### config.mk
export PLATFORM = sky130hd
export DESIGN_NAME = prio_irq_ctrl
export DESIGN_NICKNAME = d
export VERILOG_FILES = /design/src/rtl/prio_irq_pkg.sv /design/src/rtl/prio_irq_order_sel.sv /design/src/rtl/prio_irq_scan_sel.sv /design/src/rtl/prio_irq_ctrl.sv
export SDC_FILE = /design/constraint.sdc
export NUM_CORES = 1
export LEC_CHECK = 0
export ABC_AREA = 1
export CELL_PAD_IN_SITES_DETAIL_PLACEMENT = 1
export CELL_PAD_IN_SITES_GLOBAL_PLACEMENT = 1
export CORE_UTILIZATION = 47
export DETAILED_ROUTE_END_ITERATION = 10
export DONT_BUFFER_PORTS = 1
export GPL_ROUTABILITY_DRIVEN = 0
export PLACE_DENSITY = 0.93
export SYNTH_ARGS = -nofsm -noshare
export SYNTH_HDL_FRONTEND = slang
export SYNTH_SLANG_ARGS = --single-unit
### constraint.sdc
create_clock -name clk -period 6.1 [get_ports clk]
set_clock_uncertainty 0.15 [all_clocks]
set_input_delay 0.915 -clock clk [delete_from_list [all_inputs] [get_ports clk]]
set_output_delay 0.915 -clock clk [all_outputs]
set_load 0.1 [all_outputs]
### src/rtl/prio_irq_pkg.sv
package prio_irq_pkg;
   typedef enum logic [1:0] {
      MODE_SCAN  = 2'd1,
      MODE_ORDER = 2'd2
   } irq_mode_e;

   localparam logic [1:0] A_CTRL  = 2'd0;
   localparam logic [1:0] A_ORDER = 2'd1;
   localparam logic [1:0] A_REQ   = 2'd2;

   localparam int MODE_WR_LSB = 0;
   localparam int ACK_LSB     = 4;
   localparam int MODE_RD_LSB = 8;
endpackage

### src/rtl/prio_irq_order_sel.sv
module prio_irq_order_sel #(
   parameter int NUM_SRC = 7,
   parameter int ID_W    = 3,
   localparam int TBL_W  = NUM_SRC * ID_W
) (
   input  logic [TBL_W-1:0] order_tbl,
   input  logic [NUM_SRC:0] pend,
   output logic [ID_W-1:0]  win_id
);
   logic [NUM_SRC-1:0] slot_hit;
   logic [ID_W-1:0]    slot_id [NUM_SRC];

   for (genvar k = 0; k < NUM_SRC; k++) begin : g_slot
      assign slot_id[k] = order_tbl[k*ID_W +: ID_W];
      always_comb begin
         slot_hit[k] = 1'b0;
         if (slot_id[k] != '0 && int'(slot_id[k]) <= NUM_SRC)
            slot_hit[k] = pend[slot_id[k]];
      end
   end

   always_comb begin
      win_id = '0;
      for (int k = NUM_SRC - 1; k >= 0; k--)
         if (slot_hit[k]) win_id = slot_id[k];
   end
endmodule

### src/rtl/prio_irq_scan_sel.sv
module prio_irq_scan_sel #(
   parameter int NUM_SRC = 7,
   parameter int ID_W    = 3
) (
   input  logic [NUM_SRC:0] pend,
   output logic [ID_W-1:0]  win_id
);
   always_comb begin
      win_id = '0;
      for (int n = NUM_SRC; n >= 1; n--)
         if (pend[n]) win_id = ID_W'(n);
   end
endmodule

### src/rtl/prio_irq_ctrl.sv
module prio_irq_ctrl
   import prio_irq_pkg::*;
#(
   parameter int NUM_SRC = 7,
   parameter int ID_W    = 3,
   parameter int DATA_W  = 32,
   localparam int TBL_W  = NUM_SRC * ID_W
) (
   input  logic              clk,
   input  logic              rst_n,
   input  logic              wr_en,
   input  logic [1:0]        addr,
   input  logic [DATA_W-1:0] wr_data,
   output logic [DATA_W-1:0] rd_data,
   output logic              irq_out
);
   if (ID_W < $clog2(NUM_SRC + 1)) begin : g_bad_idw
      $error("ID_W too narrow for NUM_SRC");
   end
   if (DATA_W < TBL_W || DATA_W < MODE_RD_LSB + 2 || DATA_W < NUM_SRC + 1) begin : g_bad_dw
      $error("DATA_W too narrow");
   end
   if (ACK_LSB < ID_W || ACK_LSB + ID_W > 8) begin : g_bad_ack
      $error("acknowledge field must sit in the low byte above the ID");
   end

   logic [NUM_SRC:0] pend_q;
   logic [TBL_W-1:0] tbl_q;
   irq_mode_e        mode_q;
   logic [ID_W-1:0]  id_order, id_scan, act_id;
   logic [ID_W-1:0]  ack_id;
   logic [NUM_SRC:0] req_bits, ack_mask;
   logic             ack_ok;

   prio_irq_order_sel #(.NUM_SRC(NUM_SRC), .ID_W(ID_W)) u_order (
      .order_tbl(tbl_q), .pend(pend_q), .win_id(id_order));

   prio_irq_scan_sel #(.NUM_SRC(NUM_SRC), .ID_W(ID_W)) u_scan (
      .pend(pend_q), .win_id(id_scan));

   assign act_id  = (mode_q == MODE_ORDER) ? id_order : id_scan;
   assign irq_out = (act_id != '0);

   assign req_bits = {wr_data[NUM_SRC:1], 1'b0};
   assign ack_id   = wr_data[ACK_LSB +: ID_W];
   assign ack_ok   = (ack_id != '0) && (ack_id == act_id);
   assign ack_mask = ack_ok ? ((NUM_SRC+1)'(1) << ack_id) : '0;

   always_ff @(posedge clk or negedge rst_n) begin
      if (!rst_n) begin
         pend_q <= '0;
         tbl_q  <= '0;
         mode_q <= MODE_SCAN;
      end else if (wr_en) begin
         case (addr)
            A_CTRL: begin
               if (wr_data[MODE_WR_LSB +: 2] == 2'd1) mode_q <= MODE_SCAN;
               else if (wr_data[MODE_WR_LSB +: 2] == 2'd2) mode_q <= MODE_ORDER;
               pend_q <= pend_q & ~ack_mask;
            end
            A_ORDER: tbl_q  <= wr_data[TBL_W-1:0];
            A_REQ:   pend_q <= pend_q | req_bits;
            default: ;
         endcase
      end
   end

   always_comb begin
      rd_data = '0;
      case (addr)
         A_CTRL: begin
            rd_data[ID_W-1:0]              = act_id;
            rd_data[MODE_RD_LSB +: 2]      = mode_q;
         end
         A_ORDER: rd_data[TBL_W-1:0]       = tbl_q;
         A_REQ:   rd_data[NUM_SRC:0]       = pend_q;
         default: ;
      endcase
   end

   // scan-mode lower-source mask for the R7 check
   logic [NUM_SRC:0] below_act;
   assign below_act = ((NUM_SRC+1)'(1) << act_id) - (NUM_SRC+1)'(1);

   a_r5_winner_pending: assert property (@(posedge clk) disable iff (!rst_n)
      (act_id != '0) |-> pend_q[act_id]);

   a_r7_scan_lowest: assert property (@(posedge clk) disable iff (!rst_n)
      (mode_q == MODE_SCAN && act_id != '0) |-> ((pend_q & below_act) == '0));

   a_r2_req_sets: assert property (@(posedge clk) disable iff (!rst_n)
      (wr_en && addr == A_REQ) |=> ((pend_q & $past(req_bits)) == $past(req_bits)));

   a_r3_no_clear: assert property (@(posedge clk) disable iff (!rst_n)
      !(wr_en && addr == A_CTRL) |=> (($past(pend_q) & ~pend_q) == '0));

   a_r9_ack_single: assert property (@(posedge clk) disable iff (!rst_n)
      (wr_en && addr == A_CTRL) |=> ($countones($past(pend_q) & ~pend_q) <= 1));

   a_r4_mode_legal: assert property (@(posedge clk) disable iff (!rst_n)
      (mode_q == MODE_SCAN) || (mode_q == MODE_ORDER));
endmodule

==> results.tsv, run 1 <==
stage	metric	value	unit
clock_tree	clk buf depth	2	
timing	setup_tns	0	ps
global_route	first-pass GRT wire length	14200	µm
floorplan	die area	6170	µm²
timing	Slew @ Worst Pin	1240	ps
clock_tree	Post-CTS Setup Bufs	0	
clock_tree	cts repair resizes	0	
setup_path	worst r2r src	pend_q[7]	
clock_tree	later-pin clock latency in the skew report	290	ps
power	Leak	1.60	nW
timing	minimum clock period	3960	ps
drt	# DRC	0	
setup_path	startpoint types	flop	
floorplan	Initial Util	0.494	
global_route	number of global-route vias before repair	3008	
clock_tree	Hold Buf Count CTS	0	
yosys	Synth Area in Simple Gates	0.386	
placement	Final HPWL DP	6280	µm
yosys	complex-gate fraction of the synthesized area	0.144	
drt	DR WL/cell	16.1	µm
setup_path	crit path DAT	2900	ps
drt	via count	2893	
timing	RSZ-0062 raised after global routing	no	
drt	detailed-route wire length	8440	µm
finish	Layout area overhead	5.54	%
yosys	Synth cell types	33	
clock_tree	TritonCTS buffer count	5	
drt	iteration-0 DRC count of the detailed router	95	
global_route	largest net degree at the start of global routing	43	
floorplan	num ports	70	
power	Clock Power Share	0.192	
global_route	initial antenna violation count	0	
power	switching share of total power	0.521	
setup_path	RR Endpoint	pend_q[7]	
setup_path	R2R setup slack	3570	ps
drt	ANT nets after route	0	
timing	Max Transition Viols Final	0	
setup_path	CP Cell Sequence	inv_2, o21ai_0, nand2_1, a21oi_1, nor2_1, nand2_1, nand2_1, nand2_1, nand2_1, nand2_1, nand2_2, nand2_2, a21oi_1, nor2_2	
timing	Tcrit/Tclk final	0.650	
floorplan	Chip Height	78.6	µm
clock_tree	Worst-path clk slew	70	ps
setup_path	max incr delay on CP	810	ps
power	Sequential Power Share	0.313	
power	VDD IR max	0.159	mV
timing	Final Hold Fails	0	
finish	final net count	493	
yosys	Synth Instances	452	
yosys	largest family of logic cells by synthesized area	simple AND/OR/NAND/NOR gates	
placement	I/O Buffers	0	
finish	n_diodes	0	
drt	vias per cell	5.53	
hold_path	worst hold path type	input port to asynchronous set/reset pin	
yosys	Synth warnings	0	
setup_path	CP bufs+invs	1	
power	Pint	434	µW
power	PD cells	312	nW/µm²
finish	cell area after layout	2910	µm²
status	status	finished clean	
yosys	top_reg_cell synth	dfrtp_1	
setup_path	r2r worst-path depth	19	
global_route	gr usage total	0.296	
setup_path	critical path's slowest cell	nor2_2	
global_route	gr ovfl total	0	
clock_tree	CTS tree	done	
yosys	synthesized flop and latch total	31	
yosys	Synth Area in XOR/XNOR	0	
yosys	sequential area share after synthesis	0.282	
setup_path	Critical Path Sink Type	output pin	
setup_path	required time of the critical path	5030	ps
clock_tree	H-tree levels	2	
timing	Setup Viol. Count Final	0	
job	Max-cap violations	0	
drt	DR pass1 iterations	4	
power	Psw	472	µW
yosys	Syn Area/Cell	6.10	µm²
floorplan	Core Footprint	5570	µm²
yosys	Synth Area in Adders	0.0272	
setup_path	family with the most delay on the worst path	simple AND/OR/NAND/NOR gates	
finish	share of cells above drive strength 1	0.137	
clock_tree	clock sinks	31	
clock_tree	CTS root buffer	clkbuf_8	
yosys	post-synthesis mux area share	0	
yosys	Cell Area, Synth	2760	µm²
setup_path	crit path kind	flop to output pin	
yosys	fraction of registers with async set/reset	1.00	
timing	Slew HR	0.173	
timing	Peak Freq	252	MHz
setup_path	cell mode on critical path	nand2_1	
yosys	number of synthesized flops with an enable pin	0	
finish	Fill cells	781	
floorplan	number of core rows	27	
placement	Area after DPL	2820	µm²
power	Comb power frac	0.496	
floorplan	Die X	78.6	µm
setup_path	Worst Path Max Fanout	8	
## placed cells by master (no fill, tap or decap)
master / count
nor2_8: 1
a31oi_1: 1
o21ai_0: 23
nand3_2: 3
and2_1: 1
nand4_1: 2
o211ai_2: 1
nand2_4: 2
o21bai_1: 1
dfstp_2: 1
nor2_2: 1
nand2_1: 147
o21a_1: 1
a31oi_2: 2
clkbuf_1: 1
nand2_2: 16
clkinv_2: 1
o211ai_1: 4
nand3_1: 39
nor3_1: 2
buf_4: 6
clkbuf_8: 6
ha_1: 6
inv_2: 13
nor2_1: 28
o21ai_1: 4
conb_1: 11
a21oi_1: 23
nor4_1: 1
o22ai_2: 2
o22ai_1: 1
a21oi_2: 7
dfrtp_1: 30
inv_1: 62
o32ai_1: 1
## power by group through the flow
stage | sequential, mW | combinational [mW] | clock (mW)
floorplan | 0.260 | 0.395 | 0
global placement | 0.283 | 0.430 | 0
detailed placement | 0.285 | 0.446 | 0
CTS | 0.282 | 0.449 | 0.174
global route | 0.288 | 0.491 | 0.184
finish | 0.283 | 0.450 | 0.174
## synthesized netlist by cell type (6+ instances only)
cell type / count / area share
inv_1: 62 / 0.084
nor2_1: 29 / 0.040
clkbuf_1: 6 / 0.0082
inv_2: 13 / 0.018
ha_1: 6 / 0.027
dfrtp_1: 30 / 0.27
o21ai_0: 23 / 0.042
nand2_1: 147 / 0.20
nand3_1: 39 / 0.071
nand2_2: 16 / 0.036
a21oi_1: 28 / 0.051
buf_4: 13 / 0.035
## area by class of cell
class / instances / area, µm² / share of cell area
Timing Repair Buffer: 6 / 45.0 / 0.0155
Clock inverter: 1 / 5.00 / 0.00172
Sequential cell: 31 / 777 / 0.267
Clock buffer: 7 / 86.3 / 0.0297
Inverter: 75 / 282 / 0.0968
Tap cell: 72 / 90.1 / 0.0310
Multi-Input combinational cell: 331 / 1620 / 0.558
## kinds of logic after synthesis
family / Yosys count
other cells: 1
fa+ha+maj: 6
flops: 31
simple gates: 243
buf+inv: 100
compound gates: 71
## worst max-delay path by stage
stage                          from          to  slack (ps)  cells after the start
final                     pend_q[4]  rd_data[2]        2140                     14
after global routing      pend_q[4]  rd_data[2]        1970                     14
after CTS                 pend_q[4]  rd_data[2]        2130                     14
after detailed placement    addr[1]  rd_data[2]        2390                      7
after global placement      addr[1]  rd_data[2]        2420                      7
after floorplan             addr[0]  rd_data[0]        1910                      5
## through the flow
step                total power, mW  instances  hold slack [ps]  utilization  worst slack [ps]
finish                        0.906        523              161        0.522              2140
global route                  0.962        523              151        0.522              1970
CTS                           0.906        523              160        0.522              2130
detailed placement            0.731        515              346        0.505              2390
global placement              0.712        515              325        0.505              2420
floorplan                     0.655        462              314            -              1910
## per-layer routing
layer | track usage | vias to the layer above | part of all wire
met5 | 0 | - | 0
met1 | 0.352 | 1404 | 0.41
met2 | 0.537 | 90 | 0.51
met3 | 0.0384 | 15 | 0.051
met4 | 0.107 | 0 | 0.021
li1 | - | 1384 | -
## state kept, by name (all words and copies together) (netlist names)
register,count
pend_q,8
mode_q,2
tbl_q,21
## worst register-to-register path: stages (launching register included)
cell	delay (ps)
dfrtp_1	600
inv_2	150
nand2_1	90
o211ai_1	110
nand2_1	100
nand2_1	80
nand2_2	90
nand2_1	90
o21ai_1	120
inv_1	50
nand2_1	60
nand2_1	70
nand2_1	70
nand2_1	90
nand2_1	110
nand2_1	70
nand2_2	120
nand3_1	100
nand2_1	70
inv_1	40
(Power assumes the default switching activity.)
==> run 2: changes to the inputs <==
Settings changed: CORE_UTILIZATION 47 to 44, PLACE_DENSITY 0.93 to 0.88.
Clock period 6.1 ns to 3.8 ns, I/O delays scaled along.
==> run 2 against run 1 <==
Clock power grew 130%. Highest routed layer unchanged. Global-route usage shrank 0.36 points. Utilization shrank 1.4 points. Largest cell class unchanged. Critical endpoint is now rd_data[0].
==> results.tsv, run 2 (synthesis results as in run 1) <==
stage	metric	value	unit
timing	setup_tns	0	ps
setup_path	crit path kind	flop to output pin	
finish	max reg flops	21	
hold_path	worst hold path type	input port to flop	
floorplan	Initial Util	0.460	
finish	Top reg by flops	tbl_q	
timing	Max Transition Viols Final	0	
clock_tree	Post-CTS Setup Bufs	0	
finish	Layout area overhead	10.3	%
finish	commonest cells after routing, fill and taps aside	nand2_1 (147), inv_1 (62), nand3_1 (39)	
drt	via count	2946	
floorplan	Chip Height	81.1	µm
clock_tree	later-pin clock latency in the skew report	300	ps
power	Leak	1.67	nW
clock_tree	CTS tree	done	
power	VDD IR max	0.282	mV
timing	Slew @ Worst Pin	824	ps
clock_tree	cts repair resizes	0	
global_route	initial antenna violation count	0	
clock_tree	clk buf depth	2	
job	Max-cap violations	0	
clock_tree	CTS root buffer	clkbuf_8	
drt	iteration-0 DRC count of the detailed router	199	
clock_tree	Worst-path clk slew	80	ps
timing	Tcrit/Tclk final	0.896	
global_route	number of global-route vias before repair	3057	
drt	vias per cell	5.51	
clock_tree	TritonCTS buffer count	5	
finish	n_diodes	0	
timing	Peak Freq	294	MHz
finish	share of cells above drive strength 1	0.154	
placement	Final HPWL DP	6590	µm
drt	ANT nets after route	0	
floorplan	Core Footprint	5990	µm²
clock_tree	H-tree levels	2	
drt	DR pass1 iterations	4	
finish	top flop regs	tbl_q (21), pend_q (8), mode_q (2)	
drt	detailed-route wire length	8950	µm
floorplan	Die X	81.1	µm
finish	most common cell after layout, fill and taps aside	nand2_1	
finish	post-layout util	0.507	
timing	Final Hold Fails	0	
floorplan	number of core rows	28	
finish	final net count	502	
timing	minimum clock period	3400	ps
timing	Setup Viol. Count Final	0	
status	status	finished clean	
global_route	gr usage total	0.292	
clock_tree	clock sinks	31	
floorplan	die area	6580	µm²
setup_path	startpoint types	flop	
floorplan	num ports	70	
clock_tree	Hold Buf Count CTS	2	
timing	RSZ-0062 raised after global routing	no	
power	PD cells	530	nW/µm²
global_route	first-pass GRT wire length	14500	µm
setup_path	crit path DAT	2680	ps
drt	DR WL/cell	16.7	µm
global_route	largest net degree at the start of global routing	32	
setup_path	required time of the critical path	3080	ps
drt	# DRC	0	
setup_path	Worst Path Max Fanout	8	
timing	Slew HR	0.450	
placement	I/O Buffers	0	
global_route	gr ovfl total	0	
setup_path	Critical Path Sink Type	output pin	
-- run 2: changes by cell type in the layout (fill, tap and decap cells not counted), sizes merged --
| cell | delta |
|---|---|
| buf | +8 |
| bufinv | +2 |
| clkbuf | -2 |
| clkinv | -1 |
| clkinvlp | +1 |
| dlygate4sd3 | +1 |
-- run 2: path summary, 6_finish.rpt --
| kind | start | end | slack (ps) | cells past startpoint |
|---|---|---|---|---|
| max | pend_q[5] | rd_data[0] | 400 | 17 |
| min | wr_data[20] | tbl_q[20] | 280 | 2 |
| max reg2reg | pend_q[5] | pend_q[1] | 1250 | 19 |
| min reg2reg | tbl_q[2] | tbl_q[2] | 410 | 2 |
| max in group asynchronous | rst_n | mode_q[0] | 2680 | 2 |
| min in group asynchronous | rst_n | tbl_q[15] | 560 | 2 |
-- run 2: worst max-delay path: stages, from the launching register on --
cell and delay [ps]:
dfrtp_1 580, inv_2 200, nand2_1 90, o211ai_1 90
nand2_1 90, nand2_1 70, nand2_2 80, nand2_1 90
o21ai_1 90, inv_1 50, nand2_1 60, nand2_1 50
nand2_1 60, nand2_1 60, nand2_1 120, nand3_1 130
a31oi_2 150, buf_4 310
-- run 2: report_power, final --
part | internal (mW) | switching [mW]
Combinational | 0.187 | 0.560
Clock | 0.262 | 0.144
Sequential | 0.376 | 0.0805
-- run 2: final cells by class --
type	count	area (µm²)
Tap cell	75	93.8
Timing Repair Buffer	15	128
Clock inverter	3	67.6
Sequential cell	31	777
Clock buffer	5	68.8
Multi-Input combinational cell	331	1620
Fill cell	842	2950
Inverter	75	282
-- run 2: routing by layer --
metal  up-vias  global-route usage  part of all wire
li1       1405                   -                 -
met1      1421               0.348              0.42
met2       100               0.518              0.51
met3        20              0.0494             0.051
met4         0               0.116             0.022
met5         -                   0                 0
-- run 2: through the flow --
stage	instance area [µm²]	power [mW]	instances	hold slack (ps)	worst slack [ps]
floorplan	2790	1.05	462	124	198
global placement	2870	1.15	525	125	850
detailed placement	2870	1.18	525	125	804
CTS	3040	1.61	535	284	447
global route	3040	1.70	535	285	245
finish	3040	1.61	535	280	395
==> run 3: changes to the inputs <==
Settings changed: BUFFER_PORTS_ARGS set to -buffer_cell sky130_fd_sc_hd__buf_2, CORE_UTILIZATION 44 to 37, DONT_BUFFER_PORTS 1 to unset, PLACE_DENSITY 0.88 to 0.89.
==> run 3 against run 2 <==
Maximum frequency decreased by 1.6%. Hold slack got worse by 96 ps. Combinational power decreased by 0.7%. Non-clock buffer count increased by 35. Wire length decreased by 2.4%. Clock-buffer cell count unchanged. Global-route usage decreased by 5.2 points. Sequential share of layout area decreased by 0.55 points. Final cell count increased by 11%. Design area increased by 2.2%. Setup slack got worse by 56 ps. Register-to-register slack got worse by 60 ps. Critical endpoint unchanged.
==> results.tsv, run 3 (synthesis results as in run 1) <==
stage	metric	value	unit
setup_path	cell mode on critical path	nand2_1	
clock_tree	Hold Buf Count CTS	0	
global_route	gr ovfl total	0	
hold_path	worst hold path type	input port to asynchronous set/reset pin	
finish	Fill cells	1033	
clock_tree	TritonCTS buffer count	5	
power	Clock Power Share	0.183	
timing	worst setup margin	339	ps
timing	Slew @ Worst Pin	740	ps
setup_path	crit path kind	flop to output pin	
finish	cell area after layout	3110	µm²
placement	Final HPWL DP	6770	µm
job	Max-cap violations	0	
timing	Setup Viol. Count Final	0	
setup_path	worst r2r src	pend_q[5]	
clock_tree	H-tree levels	2	
setup_path	Worst Path Max Fanout	8	
finish	Top reg by flops	tbl_q	
finish	commonest cells after routing, fill and taps aside	nand2_1 (147), inv_1 (62), buf_2 (47)	
timing	minimum clock period	3460	ps
floorplan	Chip Height	88.3	µm
timing	Peak Freq	289	MHz
global_route	initial antenna violation count	0	
clock_tree	CTS root buffer	clkbuf_8	
finish	n_diodes	0	
global_route	largest net degree at the start of global routing	43	
timing	worst hold slack	184	ps
setup_path	startpoint types	flop	
clock_tree	CTS tree	done	
timing	Tcrit/Tclk final	0.911	
drt	ANT nets after route	0	
clock_tree	later-pin clock latency in the skew report	290	ps
power	switching share of total power	0.528	
clock_tree	clock sinks	31	
setup_path	critical path's slowest cell	dfrtp_1	
setup_path	Critical Path Sink Type	output pin	
power	Psw	773	µW
global_route	met1 usage	0.280	
global_route	met2 usage in global routing	0.445	
setup_path	max incr delay on CP	510	ps
placement	Area after DPL	3020	µm²
placement	Cells after DPL	586	
floorplan	Die X	88.3	µm
global_route	M3 GR Usage	0.0345	
timing	RSZ-0062 raised after global routing	no	
power	PD cells	471	nW/µm²
drt	DR WL/cell	14.7	µm
drt	via count	2982	
global_route	gr usage total	0.240	
floorplan	num ports	70	
status	status	finished clean	
timing	setup_tns	0	ps
power	VDD IR max	0.263	mV
power	Pint	691	µW
clock_tree	clk buf depth	2	
finish	post-layout util	0.430	
drt	detailed-route wire length	8730	µm
power	Leak	1.78	nW
global_route	number of global-route vias before repair	3109	
timing	Slew HR	0.507	
floorplan	number of core rows	31	
floorplan	Initial Util	0.382	
finish	Layout area overhead	12.7	%
clock_tree	Post-CTS Setup Bufs	0	
timing	Final Hold Fails	0	
finish	max reg flops	21	
setup_path	required time of the critical path	3080	ps
power	total power	1.46	mW
global_route	first-pass GRT wire length	14400	µm
power	Comb power frac	0.507	
finish	top flop regs	tbl_q (21), pend_q (8), mode_q (2)	
finish	non-filler cells, final	594	
clock_tree	Worst-path clk slew	80	ps
setup_path	CP Cell Sequence	inv_2, nand2_1, o211ai_1, nand2_1, nand2_1, nand2_2, nand2_1, o21ai_1, inv_1, nand2_1, nand2_1, nand2_1, nand2_1, nand3_1, a31oi_1, buf_2	
finish	register area	777	µm²
finish	final net count	537	
placement	I/O Buffers	47	
clock_tree	cts repair resizes	0	
drt	DR pass1 iterations	4	
finish	most common cell after layout, fill and taps aside	nand2_1	
floorplan	Core Footprint	7210	µm²
setup_path	r2r worst-path depth	19	
drt	iteration-0 DRC count of the detailed router	105	
power	Sequential Power Share	0.310	
finish	multi-input combinational cell area	1580	µm²
timing	Max Transition Viols Final	0	
setup_path	CP Launch Point	pend_q[5]	
setup_path	crit path DAT	2740	ps
drt	# DRC	0	
drt	vias per cell	5.02	
floorplan	die area	7800	µm²
global_route	busiest layer in global routing	met2	
finish	share of cells above drive strength 1	0.196	
placement	pre-CTS setup slack	686	ps
[run 3: changes by cell type in the layout (fill, tap and decap cells not counted), moves of 2 or more]
| cell | change |
|---|---|
| buf_2 | +47 |
| buf_4 | -10 |
| a21oi_1 | +5 |
| a21oi_2 | -5 |
| a31oi_1 | +2 |
| a31oi_2 | -2 |
| bufinv_16 | -2 |
| o22ai_1 | +2 |
| o22ai_2 | -2 |
[run 3: worst max-delay path: cells and delay by family, from the launching register on]
kind                   cells  cell delay [ps]
AO/OA/AOI/OAI              3              370
buffers and inverters      3              780
flip-flops                 1              510
AND/OR/NAND/NOR           10              770
[run 3: final timing paths]
check / slack (ps) / end
min in group clk: 360 / mode_q[1]
max in group asynchronous: 2830 / pend_q[0]
hold / removal: 180 / tbl_q[20]
setup reg to reg: 1190 / pend_q[1]
hold reg to reg: 360 / mode_q[1]
setup / recovery: 340 / rd_data[0]
[run 3: area by class of cell]
class                           count  share of cell area
Tap cell                           99              0.0399
Inverter                           75              0.0907
Timing Repair Buffer               50              0.0830
Clock inverter                      3             0.00645
Clock buffer                        5              0.0222
Sequential cell                    31               0.250
Multi-Input combinational cell    331               0.508
[run 3: per-layer routing]
metal / share of wire / wire [µm] / vias to the layer above
li1: - / - / 1471
met1: 0.44 / 3810 / 1419
met2: 0.51 / 4420 / 75
met3: 0.039 / 338 / 17
met4: 0.018 / 159 / 0
met5: 0 / 0 / -
[run 3: power groups by stage]
stage	clock network [mW]	registers [mW]	logic, mW
final	0.268	0.454	0.742
after CTS	0.276	0.452	0.746
after detailed placement	0	0.457	0.738
after floorplan	0	0.417	0.634
after global placement	0	0.453	0.711
after global routing	0.293	0.461	0.814
